$ cat src/rtl/vic_pkg.sv
package vic_pkg;

  typedef enum logic [1:0] {
    TRIG_LOW  = 2'd0,
    TRIG_HIGH = 2'd1,
    TRIG_FALL = 2'd2,
    TRIG_RISE = 2'd3
  } trig_e;

  // register byte offsets
  localparam int OFF_RAW    = 'h100;
  localparam int OFF_ACTIVE = 'h104;
  localparam int OFF_PEND   = 'h108;
  localparam int OFF_VECTOR = 'h10C;
  localparam int OFF_CURSRC = 'h110;
  localparam int OFF_ENABLE = 'h114;
  localparam int OFF_OUTSTS = 'h118;
  localparam int OFF_ENSET  = 'h120;
  localparam int OFF_ENCLR  = 'h124;
  localparam int OFF_PSET   = 'h128;
  localparam int OFF_PCLR   = 'h12C;
  localparam int OFF_EOS    = 'h130;

  // strobes from control to datapath, at most one set per cycle
  typedef struct packed {
    logic cfgWr;
    logic maskSet;
    logic maskClr;
    logic latchSet;
    logic latchClr;
    logic vecRd;
    logic eosWr;
  } vic_strobe_t;

endpackage

$ cat src/rtl/vic_arbiter.sv
module vic_arbiter #(
  parameter int NUM_SRC = 32,
  parameter int PRI_W   = 3,
  localparam int IDX_W  = $clog2(NUM_SRC)
) (
  input  logic                     clk,
  input  logic                     rstN,
  input  logic [NUM_SRC-1:0]       actVec,
  input  logic [NUM_SRC*PRI_W-1:0] priFlat,
  output logic [IDX_W-1:0]         winIdx,
  output logic                     anyActive
);

  logic [PRI_W-1:0] bestPri;

  // strict less-than while scanning upward keeps the lowest index on ties
  always_comb begin
    winIdx    = '0;
    bestPri   = '1;
    anyActive = 1'b0;
    for (int i = 0; i < NUM_SRC; i++) begin
      if (actVec[i] && (!anyActive || priFlat[i*PRI_W +: PRI_W] < bestPri)) begin
        anyActive = 1'b1;
        bestPri   = priFlat[i*PRI_W +: PRI_W];
        winIdx    = IDX_W'(i);
      end
    end
  end

  AST_WINNER_IS_ACTIVE: assert property (@(posedge clk) disable iff (!rstN)
    anyActive |-> actVec[winIdx]);

  AST_NONE_MEANS_ZERO: assert property (@(posedge clk) disable iff (!rstN)
    (actVec == '0) |-> (!anyActive && winIdx == '0));

endmodule

$ cat src/rtl/vic_ctrl.sv
module vic_ctrl
  import vic_pkg::*;
#(
  parameter int NUM_SRC = 32,
  parameter int ADDR_W  = 9,
  localparam int SEL_W  = ADDR_W - 2
) (
  input  logic              clk,
  input  logic              rstN,
  input  logic              busSel,
  input  logic              busWe,
  input  logic [ADDR_W-1:0] busAddr,
  input  logic              anyActive,
  output vic_strobe_t       strobe,
  output logic              irqActive,
  output logic              irqN
);

  logic wrEn;
  logic rdEn;
  logic inService;
  logic serviceNext;
  logic irqQ;

  assign wrEn = busSel && busWe;
  assign rdEn = busSel && !busWe;

  always_comb begin
    strobe.cfgWr    = wrEn && !busAddr[ADDR_W-1] && (busAddr[1:0] == 2'b00)
                      && (int'(busAddr[ADDR_W-2:2]) < NUM_SRC);
    strobe.maskSet  = wrEn && (busAddr == ADDR_W'(OFF_ENSET));
    strobe.maskClr  = wrEn && (busAddr == ADDR_W'(OFF_ENCLR));
    strobe.latchSet = wrEn && (busAddr == ADDR_W'(OFF_PSET));
    strobe.latchClr = wrEn && (busAddr == ADDR_W'(OFF_PCLR));
    strobe.eosWr    = wrEn && (busAddr == ADDR_W'(OFF_EOS));
    strobe.vecRd    = rdEn && (busAddr == ADDR_W'(OFF_VECTOR));
  end

  always_comb begin
    serviceNext = inService;
    if (strobe.vecRd)      serviceNext = 1'b1;
    else if (strobe.eosWr) serviceNext = 1'b0;
  end

  always_ff @(posedge clk or negedge rstN) begin
    if (!rstN) begin
      inService <= 1'b0;
      irqQ      <= 1'b0;
    end else begin
      inService <= serviceNext;
      irqQ      <= anyActive && !serviceNext;
    end
  end

  assign irqActive = irqQ;
  assign irqN      = !irqQ;

  AST_QUIET_IN_SERVICE: assert property (@(posedge clk) disable iff (!rstN)
    inService |-> irqN);

  AST_VECTOR_RELEASES: assert property (@(posedge clk) disable iff (!rstN)
    strobe.vecRd |=> irqN);

  AST_REQUEST_HAS_CAUSE: assert property (@(posedge clk) disable iff (!rstN)
    $fell(irqN) |-> $past(anyActive));

  AST_EOS_CLOSES: assert property (@(posedge clk) disable iff (!rstN)
    strobe.eosWr |=> !inService);

  AST_ONE_STROBE: assert property (@(posedge clk) disable iff (!rstN)
    $onehot0(strobe));

endmodule

$ cat src/rtl/vic_datapath.sv
module vic_datapath
  import vic_pkg::*;
#(
  parameter int NUM_SRC = 32,
  parameter int PRI_W   = 3,
  parameter int ADDR_W  = 9,
  parameter int DATA_W  = 32,
  localparam int IDX_W  = $clog2(NUM_SRC),
  localparam int SEL_W  = ADDR_W - 2
) (
  input  logic                     clk,
  input  logic                     rstN,
  input  vic_strobe_t              strobe,
  input  logic [ADDR_W-1:0]        busAddr,
  input  logic [DATA_W-1:0]        busWdata,
  input  logic [NUM_SRC-1:0]       srcIn,
  input  logic                     irqActive,
  input  logic [IDX_W-1:0]         winIdx,
  input  logic                     anyActive,
  output logic [NUM_SRC-1:0]       actVec,
  output logic [NUM_SRC*PRI_W-1:0] priFlat,
  output logic [DATA_W-1:0]        busRdata
);

  trig_e              trigType [NUM_SRC];
  logic [PRI_W-1:0]   srcPri   [NUM_SRC];
  logic [NUM_SRC-1:0] srcQ;
  logic [NUM_SRC-1:0] srcPrev;
  logic [NUM_SRC-1:0] edgeLatch;
  logic [NUM_SRC-1:0] maskEn;
  logic [IDX_W-1:0]   curSrc;

  logic [NUM_SRC-1:0] edgeHit;
  logic [NUM_SRC-1:0] levelAct;
  logic [NUM_SRC-1:0] pendVec;
  logic [NUM_SRC-1:0] vecClr;
  logic [NUM_SRC-1:0] latchNext;
  logic [NUM_SRC-1:0] cmdBits;
  logic [SEL_W-1:0]   cfgSel;

  assign cmdBits = busWdata[NUM_SRC-1:0];
  assign cfgSel  = busAddr[ADDR_W-1:2];

  // input sampling and edge history
  always_ff @(posedge clk or negedge rstN) begin
    if (!rstN) begin
      srcQ    <= '0;
      srcPrev <= '0;
    end else begin
      srcQ    <= srcIn;
      srcPrev <= srcQ;
    end
  end

  // per-source conditioning
  for (genvar g = 0; g < NUM_SRC; g++) begin : g_cond
    assign edgeHit[g]  = ((trigType[g] == TRIG_RISE) &&  srcQ[g] && !srcPrev[g]) ||
                         ((trigType[g] == TRIG_FALL) && !srcQ[g] &&  srcPrev[g]);
    assign levelAct[g] = ((trigType[g] == TRIG_HIGH) &&  srcQ[g]) ||
                         ((trigType[g] == TRIG_LOW)  && !srcQ[g]);
    assign vecClr[g]   = strobe.vecRd && anyActive && (winIdx == IDX_W'(g));
    assign priFlat[g*PRI_W +: PRI_W] = srcPri[g];
  end

  assign pendVec = edgeLatch | levelAct;
  assign actVec  = pendVec & maskEn;

  // clears first, then sets, so a fresh edge is never lost
  always_comb begin
    latchNext = edgeLatch & ~vecClr;
    if (strobe.latchClr) latchNext = latchNext & ~cmdBits;
    if (strobe.latchSet) latchNext = latchNext | cmdBits;
    latchNext = latchNext | edgeHit;
  end

  always_ff @(posedge clk or negedge rstN) begin
    if (!rstN) begin
      edgeLatch <= '0;
      maskEn    <= '0;
      curSrc    <= '0;
    end else begin
      edgeLatch <= latchNext;
      if (strobe.maskSet) maskEn <= maskEn | cmdBits;
      if (strobe.maskClr) maskEn <= maskEn & ~cmdBits;
      if (strobe.vecRd)   curSrc <= anyActive ? winIdx : '0;
    end
  end

  // per-source control registers
  always_ff @(posedge clk or negedge rstN) begin
    if (!rstN) begin
      for (int i = 0; i < NUM_SRC; i++) begin
        trigType[i] <= TRIG_LOW;
        srcPri[i]   <= '0;
      end
    end else if (strobe.cfgWr) begin
      for (int i = 0; i < NUM_SRC; i++) begin
        if (cfgSel == SEL_W'(i)) begin
          trigType[i] <= trig_e'(busWdata[7:6]);
          srcPri[i]   <= busWdata[PRI_W-1:0];
        end
      end
    end
  end

  // read mux
  always_comb begin
    busRdata = '0;
    if (!busAddr[ADDR_W-1]) begin
      for (int i = 0; i < NUM_SRC; i++) begin
        if (cfgSel == SEL_W'(i) && busAddr[1:0] == 2'b00) begin
          busRdata[7:6]       = trigType[i];
          busRdata[PRI_W-1:0] = srcPri[i];
        end
      end
    end else begin
      case (int'(busAddr))
        OFF_RAW:    busRdata[NUM_SRC-1:0] = srcQ;
        OFF_ACTIVE: busRdata[NUM_SRC-1:0] = actVec;
        OFF_PEND:   busRdata[NUM_SRC-1:0] = pendVec;
        OFF_VECTOR: if (anyActive) busRdata[IDX_W+1:0] = {winIdx, 2'b00};
        OFF_CURSRC: busRdata[IDX_W-1:0] = curSrc;
        OFF_ENABLE: busRdata[NUM_SRC-1:0] = maskEn;
        OFF_OUTSTS: busRdata[0] = irqActive;
        default:    busRdata = '0;
      endcase
    end
  end

  AST_DISABLE_ALL: assert property (@(posedge clk) disable iff (!rstN)
    (strobe.maskClr && cmdBits == '1) |=> (maskEn == '0));

  AST_CUR_IS_WINNER: assert property (@(posedge clk) disable iff (!rstN)
    (strobe.vecRd && anyActive) |=> (curSrc == $past(winIdx)));

  AST_MASKED_NOT_ACTIVE: assert property (@(posedge clk) disable iff (!rstN)
    (maskEn == '0) |-> !anyActive);

  AST_SET_LATCHES: assert property (@(posedge clk) disable iff (!rstN)
    strobe.latchSet |=> ((edgeLatch & $past(cmdBits)) == $past(cmdBits)));

endmodule

$ cat src/rtl/vic_top.sv
module vic_top
  import vic_pkg::*;
#(
  parameter int NUM_SRC = 32,
  parameter int PRI_W   = 3,
  parameter int ADDR_W  = 9,
  parameter int DATA_W  = 32,
  localparam int IDX_W  = $clog2(NUM_SRC)
) (
  input  logic               clk,
  input  logic               rstN,
  input  logic               busSel,
  input  logic               busWe,
  input  logic [ADDR_W-1:0]  busAddr,
  input  logic [DATA_W-1:0]  busWdata,
  output logic [DATA_W-1:0]  busRdata,
  input  logic [NUM_SRC-1:0] srcIn,
  output logic               irqN
);

  vic_strobe_t              strobe;
  logic                     irqActive;
  logic                     anyActive;
  logic [IDX_W-1:0]         winIdx;
  logic [NUM_SRC-1:0]       actVec;
  logic [NUM_SRC*PRI_W-1:0] priFlat;

  vic_ctrl #(.NUM_SRC(NUM_SRC), .ADDR_W(ADDR_W)) i_ctrl (
    .clk(clk), .rstN(rstN), .busSel(busSel), .busWe(busWe), .busAddr(busAddr),
    .anyActive(anyActive), .strobe(strobe), .irqActive(irqActive), .irqN(irqN)
  );

  vic_datapath #(.NUM_SRC(NUM_SRC), .PRI_W(PRI_W), .ADDR_W(ADDR_W), .DATA_W(DATA_W)) i_dp (
    .clk(clk), .rstN(rstN), .strobe(strobe), .busAddr(busAddr), .busWdata(busWdata),
    .srcIn(srcIn), .irqActive(irqActive), .winIdx(winIdx), .anyActive(anyActive),
    .actVec(actVec), .priFlat(priFlat), .busRdata(busRdata)
  );

  vic_arbiter #(.NUM_SRC(NUM_SRC), .PRI_W(PRI_W)) i_arb (
    .clk(clk), .rstN(rstN), .actVec(actVec), .priFlat(priFlat),
    .winIdx(winIdx), .anyActive(anyActive)
  );

endmodule

$ cat config.mk
export PLATFORM = sky130hd
export DESIGN_NAME = vic_top
export DESIGN_NICKNAME = d
export VERILOG_FILES = /design/src/rtl/vic_pkg.sv /design/src/rtl/vic_arbiter.sv /design/src/rtl/vic_ctrl.sv /design/src/rtl/vic_datapath.sv /design/src/rtl/vic_top.sv
export SDC_FILE = /design/constraint.sdc
export NUM_CORES = 1
export LEC_CHECK = 0
export BUFFER_PORTS_ARGS = -buffer_cell sky130_fd_sc_hd__buf_2
export CAP_MARGIN = 20
export CORE_AREA = 2 2 274 195
export CTS_BUF_LIST = sky130_fd_sc_hd__clkbuf_16
export DETAILED_ROUTE_END_ITERATION = 10
export DIE_AREA = 0 0 276 197
export PLACE_DENSITY_LB_ADDON = 0.25
export SYNTH_ARGS = -nofsm -noshare
export SYNTH_HDL_FRONTEND = slang
export SYNTH_HIERARCHICAL = 1
export SYNTH_SLANG_ARGS = --single-unit
export TNS_END_PERCENT = 30
$ cat constraint.sdc
create_clock -name clk -period 74.8 [get_ports clk]
set_input_delay 14.96 -clock clk [delete_from_list [all_inputs] [get_ports clk]]
set_output_delay 14.96 -clock clk [all_outputs]
set_load 0.05 [all_outputs]
# Yosys cells after proc, flatten, opt, wreduce, memory -nomap -nowiden
# Cells that the tools add are included.
dict set report op_classes {
  n_lt_le_gt_ge 32
  bitwise 10
  muxes 174
  n_eq_ne 170
  n_reduce_logical 562
}
# op count
set op_table {}
lappend op_table {{$logic_and A1 B1 Y1} 300}
lappend op_table {{$mux W3} 69}
lappend op_table {{$and A32 B32 Y32} 4}
lappend op_table {{$eq A2 B2 Y1 const B} 64}
lappend op_table {{$mux W32} 4}
lappend op_table {{$or A32 B32 Y32} 4}
lappend op_table {{$eq A7 B5 Y1 const B} 16}
lappend op_table {{$eq A9 B9 Y1 const B} 12}
lappend op_table {{$pmux W25 S4} 1}
lappend op_table {{$logic_not A1 Y1} 99}
lappend op_table {{$logic_or A1 B1 Y1} 95}
lappend op_table {{$lt A3 B3 Y1} 31}
lappend op_table {{$mux W5} 17}
lappend op_table {{$eq A5 B5 Y1 const B} 16}
lappend op_table {{$mux W2} 35}
lappend op_table {{$logic_not A2 Y1} 33}
lappend op_table {{$eq A2 B1 Y1 const B} 32}
lappend op_table {{$not A32 Y32} 2}
lappend op_table {{$reduce_and A2 Y1} 32}
lappend op_table {{$eq A7 B4 Y1 const B} 8}
lappend op_table {{$eq A5 B4 Y1 const B} 8}
lappend op_table {{$mux W1} 35}
lappend op_table {{$mux W4} 8}
lappend op_table {{$eq A7 B3 Y1 const B} 4}
lappend op_table {{other kinds (14)} 19}
dict set report totals {
  out_inout_bits 33
  word_cells 1019
  ff_bits 295
}

# Depth between registers and ports, before layout
dict set report depth {
  depth_word 139
  mapped_depth 231
  mapped_depth_nobuf 230
}

# Cells and area by module
# The synthesis kept the hierarchy.
# mod area_each_um2 cells_per_inst instances
set modules_own_cells {}
lappend modules_own_cells {vic_datapath 14946.8 1442 1}
lappend modules_own_cells {vic_arbiter 5355.1 809 1}
lappend modules_own_cells {vic_ctrl 200.2 22 1}

# Worst setup path before layout
# OpenSTA, ideal clock, no wires.
dict set report synth_timing {
  kind {flip-flop to output port}
  start {register i_dp/trigType[62] in the netlist's numbering}
  end {output busRdata[6]}
  slack_ns 22.980
  stages_incl_launch_ff 222
  arrival_time_ns 36.860
  cell_sequence {dfrtp_1 > xor2_1 > o21bai_1 > and2_1 > inv_2 > o2bb2ai_1 > ha_1 > nand2b_1 > nand2b_1 > a2bb2oi_2 > o2bb2ai_4 > mux2i_1 > inv_1 > ha_1 > nand2_1 > a31oi_1 > nand2_1 > o21ai_2 > (+186 left out) > ha_1 > o21ai_0 > nand2b_1 > a21boi_0 > or2_1 > mux2_1 > ha_1 > nor2_1 > and2_1 > inv_1 > a211o_1 > a31oi_1 > nor3_1 > nand4_1 > and2_1 > a21oi_1 > o311ai_0 > a211o_1}
}
dict set report synth_via {
  elab_chain_len 133
}
# item line_no
set synth_lines {}
lappend synth_lines {{from (decl)} vic_datapath.sv:25} ;# trig_e trigType [NUM_SRC];
lappend synth_lines {{from (signal, indexed assignment)} vic_datapath.sv:99} ;# trigType[i] <= trig_e'(busWdata[7:6]);
lappend synth_lines {{$eq A2 B1 Y1 or $logic_not A2 Y1 (tied branches)} {vic_datapath.sv:59, vic_datapath.sv:60}}
lappend synth_lines {{$logic_and A1 B1 Y1 (on tied branches)} {vic_datapath.sv:59, vic_datapath.sv:60}}
lappend synth_lines {{$logic_or A1 B1 Y1 (*)} vic_datapath.sv:59} ;# assign levelAct[g] = ((trigType[g] == TRIG_HIGH) && srcQ[g]) ||
lappend synth_lines {{$or A32 B32 Y32 (*)} vic_datapath.sv:65} ;# assign pendVec = edgeLatch | levelAct;
lappend synth_lines {{$and A32 B32 Y32 (*)} vic_datapath.sv:66} ;# assign actVec = pendVec & maskEn;
lappend synth_lines {{net actVec[0]} vic_top.sv:25} ;# logic [NUM_SRC-1:0] actVec;
lappend synth_lines {{$mux W3 or $mux W1 (tied branches)} vic_arbiter.sv:22} ;# if (actVec[i] && (!anyActive || priFlat[i*PRI_W +: PRI_W] < bestPri)) begin
lappend synth_lines {{$lt A3 B3 Y1 or $logic_not A1 Y1 (tied branches)} vic_arbiter.sv:22}
lappend synth_lines {{(+119 left out)} n/a}
lappend synth_lines {{$lt A3 B3 Y1 or $logic_not A1 Y1 (tied branches)} vic_arbiter.sv:22}
lappend synth_lines {{$logic_or A1 B1 Y1} vic_arbiter.sv:22}
lappend synth_lines {{$logic_and A1 B1 Y1} vic_arbiter.sv:22}
lappend synth_lines {{$mux W5 (*)} vic_arbiter.sv:22}
lappend synth_lines {{net winIdx[4]} vic_top.sv:24} ;# logic [IDX_W-1:0] winIdx;
lappend synth_lines {{$mux W7 (*)} vic_datapath.sv:121} ;# OFF_VECTOR: if (anyActive) busRdata[IDX_W+1:0] = {winIdx, 2'b00};
lappend synth_lines {{$pmux W2 S5 (*)} vic_datapath.sv:117} ;# case (int'(busAddr))
lappend synth_lines {{$mux W2 (*)} vic_datapath.sv:109} ;# if (!busAddr[ADDR_W-1]) begin
lappend synth_lines {{to (decl)} vic_top.sv:16} ;# output logic [DATA_W-1:0] busRdata,
# The timed path passes the listed nets; every way through them passes the cells marked *.

# Worst setup path in the final report
dict set report layout_timing {
  start {register i_dp/trigType[62] in the netlist's numbering}
  end {output busRdata[2]}
}
dict set report layout_via {
  elab_chain_len 133
}
# item line_no
set layout_lines {}
lappend layout_lines {{$eq A2 B1 Y1 or $logic_not A2 Y1 (tied branches)} {vic_datapath.sv:59, vic_datapath.sv:60}}
lappend layout_lines {{$logic_and A1 B1 Y1 (on tied branches)} {vic_datapath.sv:59, vic_datapath.sv:60}}
lappend layout_lines {{$logic_or A1 B1 Y1 (*)} vic_datapath.sv:59}
lappend layout_lines {{$or A32 B32 Y32 (*)} vic_datapath.sv:65}
lappend layout_lines {{$and A32 B32 Y32 (*)} vic_datapath.sv:66}
lappend layout_lines {{net actVec[0]} vic_top.sv:25}
lappend layout_lines {{$mux W3 or $mux W1 (tied branches)} vic_arbiter.sv:22}
lappend layout_lines {{$lt A3 B3 Y1 or $logic_not A1 Y1 (tied branches)} vic_arbiter.sv:22}
lappend layout_lines {{(+119 left out)} n/a}
lappend layout_lines {{$lt A3 B3 Y1 or $logic_not A1 Y1 (tied branches)} vic_arbiter.sv:22}
lappend layout_lines {{$logic_or A1 B1 Y1} vic_arbiter.sv:22}
lappend layout_lines {{$logic_and A1 B1 Y1} vic_arbiter.sv:22}
lappend layout_lines {{$mux W5 (*)} vic_arbiter.sv:22}
lappend layout_lines {{net winIdx[0]} vic_top.sv:24}
lappend layout_lines {{$mux W7 (*)} vic_datapath.sv:121}
lappend layout_lines {{$pmux W4 S6 (*)} vic_datapath.sv:117}
lappend layout_lines {{$mux W3 (*)} vic_datapath.sv:109}
# Marked as above.

==> results.cfg <==
[outcome]
status = finished, violations left
violations = design-rule violations

[sta]
max_freq_mhz = 17.0
fin_tns_setup_ps = 0
layout_worst_path_cycle_share = 0.786
period_minus_slack_ps = 58770
worstMarginPinSlew_ps = 1200
relSlewSlack = 0.190
setup_ws_ps = 16030
rsz0062_at_grt = no
whs_ps = 424
fin_worst_skew_ps = 28.0
hold_viol_final = 0
setup_viol = 0
slew_violations = 0

[grt]
overflow = 0
grt_max_degree = 114
grt_pass1_vias = 18500
grt.total_usage = 0.286
grt_pass1_wl_um = 119000
antenna_found_initial = 2

[pwr]
power_density_mw_per_mm2 = 18.0
leakage_uw = 0.0104
finalPower_uw = 413
peakVddDrop_v = 0.0000141

[drt]
routed_wire_length_per_instance_um = 25.7
drc_errors = 4
ant_nets = 0
viasPerCell = 6.38
drt-total-wl_um = 78600
drt_iter0_drc = 2557
dr.pass1.iters = 9
num_vias = 19500

[clock_network]
post_cts_buffers = 0
cts-root-buf = clkbuf_16
cts.sinks = 295
h-tree-depth = 2
clk_path_buf_depth = 3
clock_latency_ps = 580
tritoncts = yes
cts_resized = 0
postCtsHoldBufs = 0
numCtsBuffers = 35
clkTransAtPathRegs_ps = 60

[cells_and_area]
antenna_cells = 0
area_growth_pct = 11.8
nets = 2455
finalInstanceArea_mm2 = 0.0229
final_common_cell = dfrtp_1
final_cell_mix = 295 x dfrtp_1, 271 x nand2_1, 182 x mux2_2, 181 x a21oi_1, 152 x nor2_1
final_layout_size_suffix_gt1_frac = 0.201

[setup_path]
worstPathRequired_ps = 59840
cp-startpoint = i_dp/trigType[62]$_DFFE_PN0P_
cp-start-kind = flop
slowest_stage = o31ai_1
r2r_start = i_dp/trigType[62]$_DFFE_PN0P_
r2r_setup_slack_ps = 31090
slowest_delay_ps = 490
setup.worst_path.class = flop to primary output
crit_arrival_ps = 43810
end_kind = primary output
rr_worst_depth = 218
reg2reg_to = i_dp/edgeLatch[2]$_DFF_PN0_
path_max_fanout = 10
crit_top_cell = ha_1

[yosys]
synth.net_count = 2381
netlist_instances = 2272
syn_area_mm2 = 0.0205
syn_area_per_cell_um2 = 9.02
ys_warn_count = 6

[worst_hold_path]
worstHoldEndpoint = i_dp/srcPrev[4]$_DFF_PN0_
worst_hold_path.num_cells = 0
min_path_type = flop to flop
hold_path_startpoint = i_dp/srcQ[4]$_DFF_PN0_

[placed_design]
port_buffers = 109
dpl.hpwl_um = 56500
post-place-ws_ps = 17400
place_congestion = 0.969
place_area_mm2 = 0.0217

[die]
die_h_um = 197
coreArea_mm2 = 0.0517
rows = 70
die_area_mm2 = 0.0544
ios = 110
die_w_um = 276
start_util = 0.397

[run]
drv_cap = 0
## critical path, delay by kind of cell (launching register included)
| family | cells | cell delay (ps) |
|---|---|---|
| buffers and inverters | 26 | 2280 |
| AO/OA/AOI/OAI | 83 | 18500 |
| XOR/XNOR | 1 | 170 |
| multiplexers | 18 | 5390 |
| flip-flops | 1 | 420 |
| adder cells (fa/ha/maj) | 30 | 6950 |
| AND/OR/NAND/NOR | 64 | 9470 |
## report_power, final
group	total, µW	internal, µW	switching, µW
Combinational	64.4	20.2	44.2
Sequential	166	163	2.99
Clock	183	108	74.5
## worst max path at each step
stage / endpoint / slack (ps) / cells after the start
floorplan: busRdata[6] / 22980 / 221
global placement: busRdata[2] / 18280 / 218
detailed placement: busRdata[2] / 17400 / 222
CTS: busRdata[2] / 16720 / 222
global route: busRdata[2] / 11980 / 221
finish: busRdata[2] / 16030 / 222
## stage by stage
| stage | utilization | std cells |
|---|---|---|
| CTS | 0.443 | 3054 |
| detailed placement | 0.420 | 2992 |
| finish | 0.444 | 3055 |
| global route | 0.444 | 3055 |
| global placement | 0.420 | 2990 |
| floorplan | - | 2272 |
## area by class of cell
class                           count  area (µm²)
Inverter                           79         297
Clock inverter                     26         288
Fill cell                        5087       28800
Timing Repair Buffer              133         749
Sequential cell                   295        7380
Multi-Input combinational cell   1802       12400
Tap cell                          684         856
Clock buffer                       36         901
## per-layer routing
layer | routed length (µm) | GRT usage | vias to the layer above | share of wire
li1 | - | - | 8663 | -
met1 | 37400 | 0.439 | 9615 | 0.48
met2 | 31200 | 0.397 | 1066 | 0.40
met3 | 7960 | 0.0600 | 145 | 0.10
met4 | 2070 | 0.0830 | 0 | 0.026
met5 | 0 | 0 | - | 0
(Power assumes the default switching activity.)
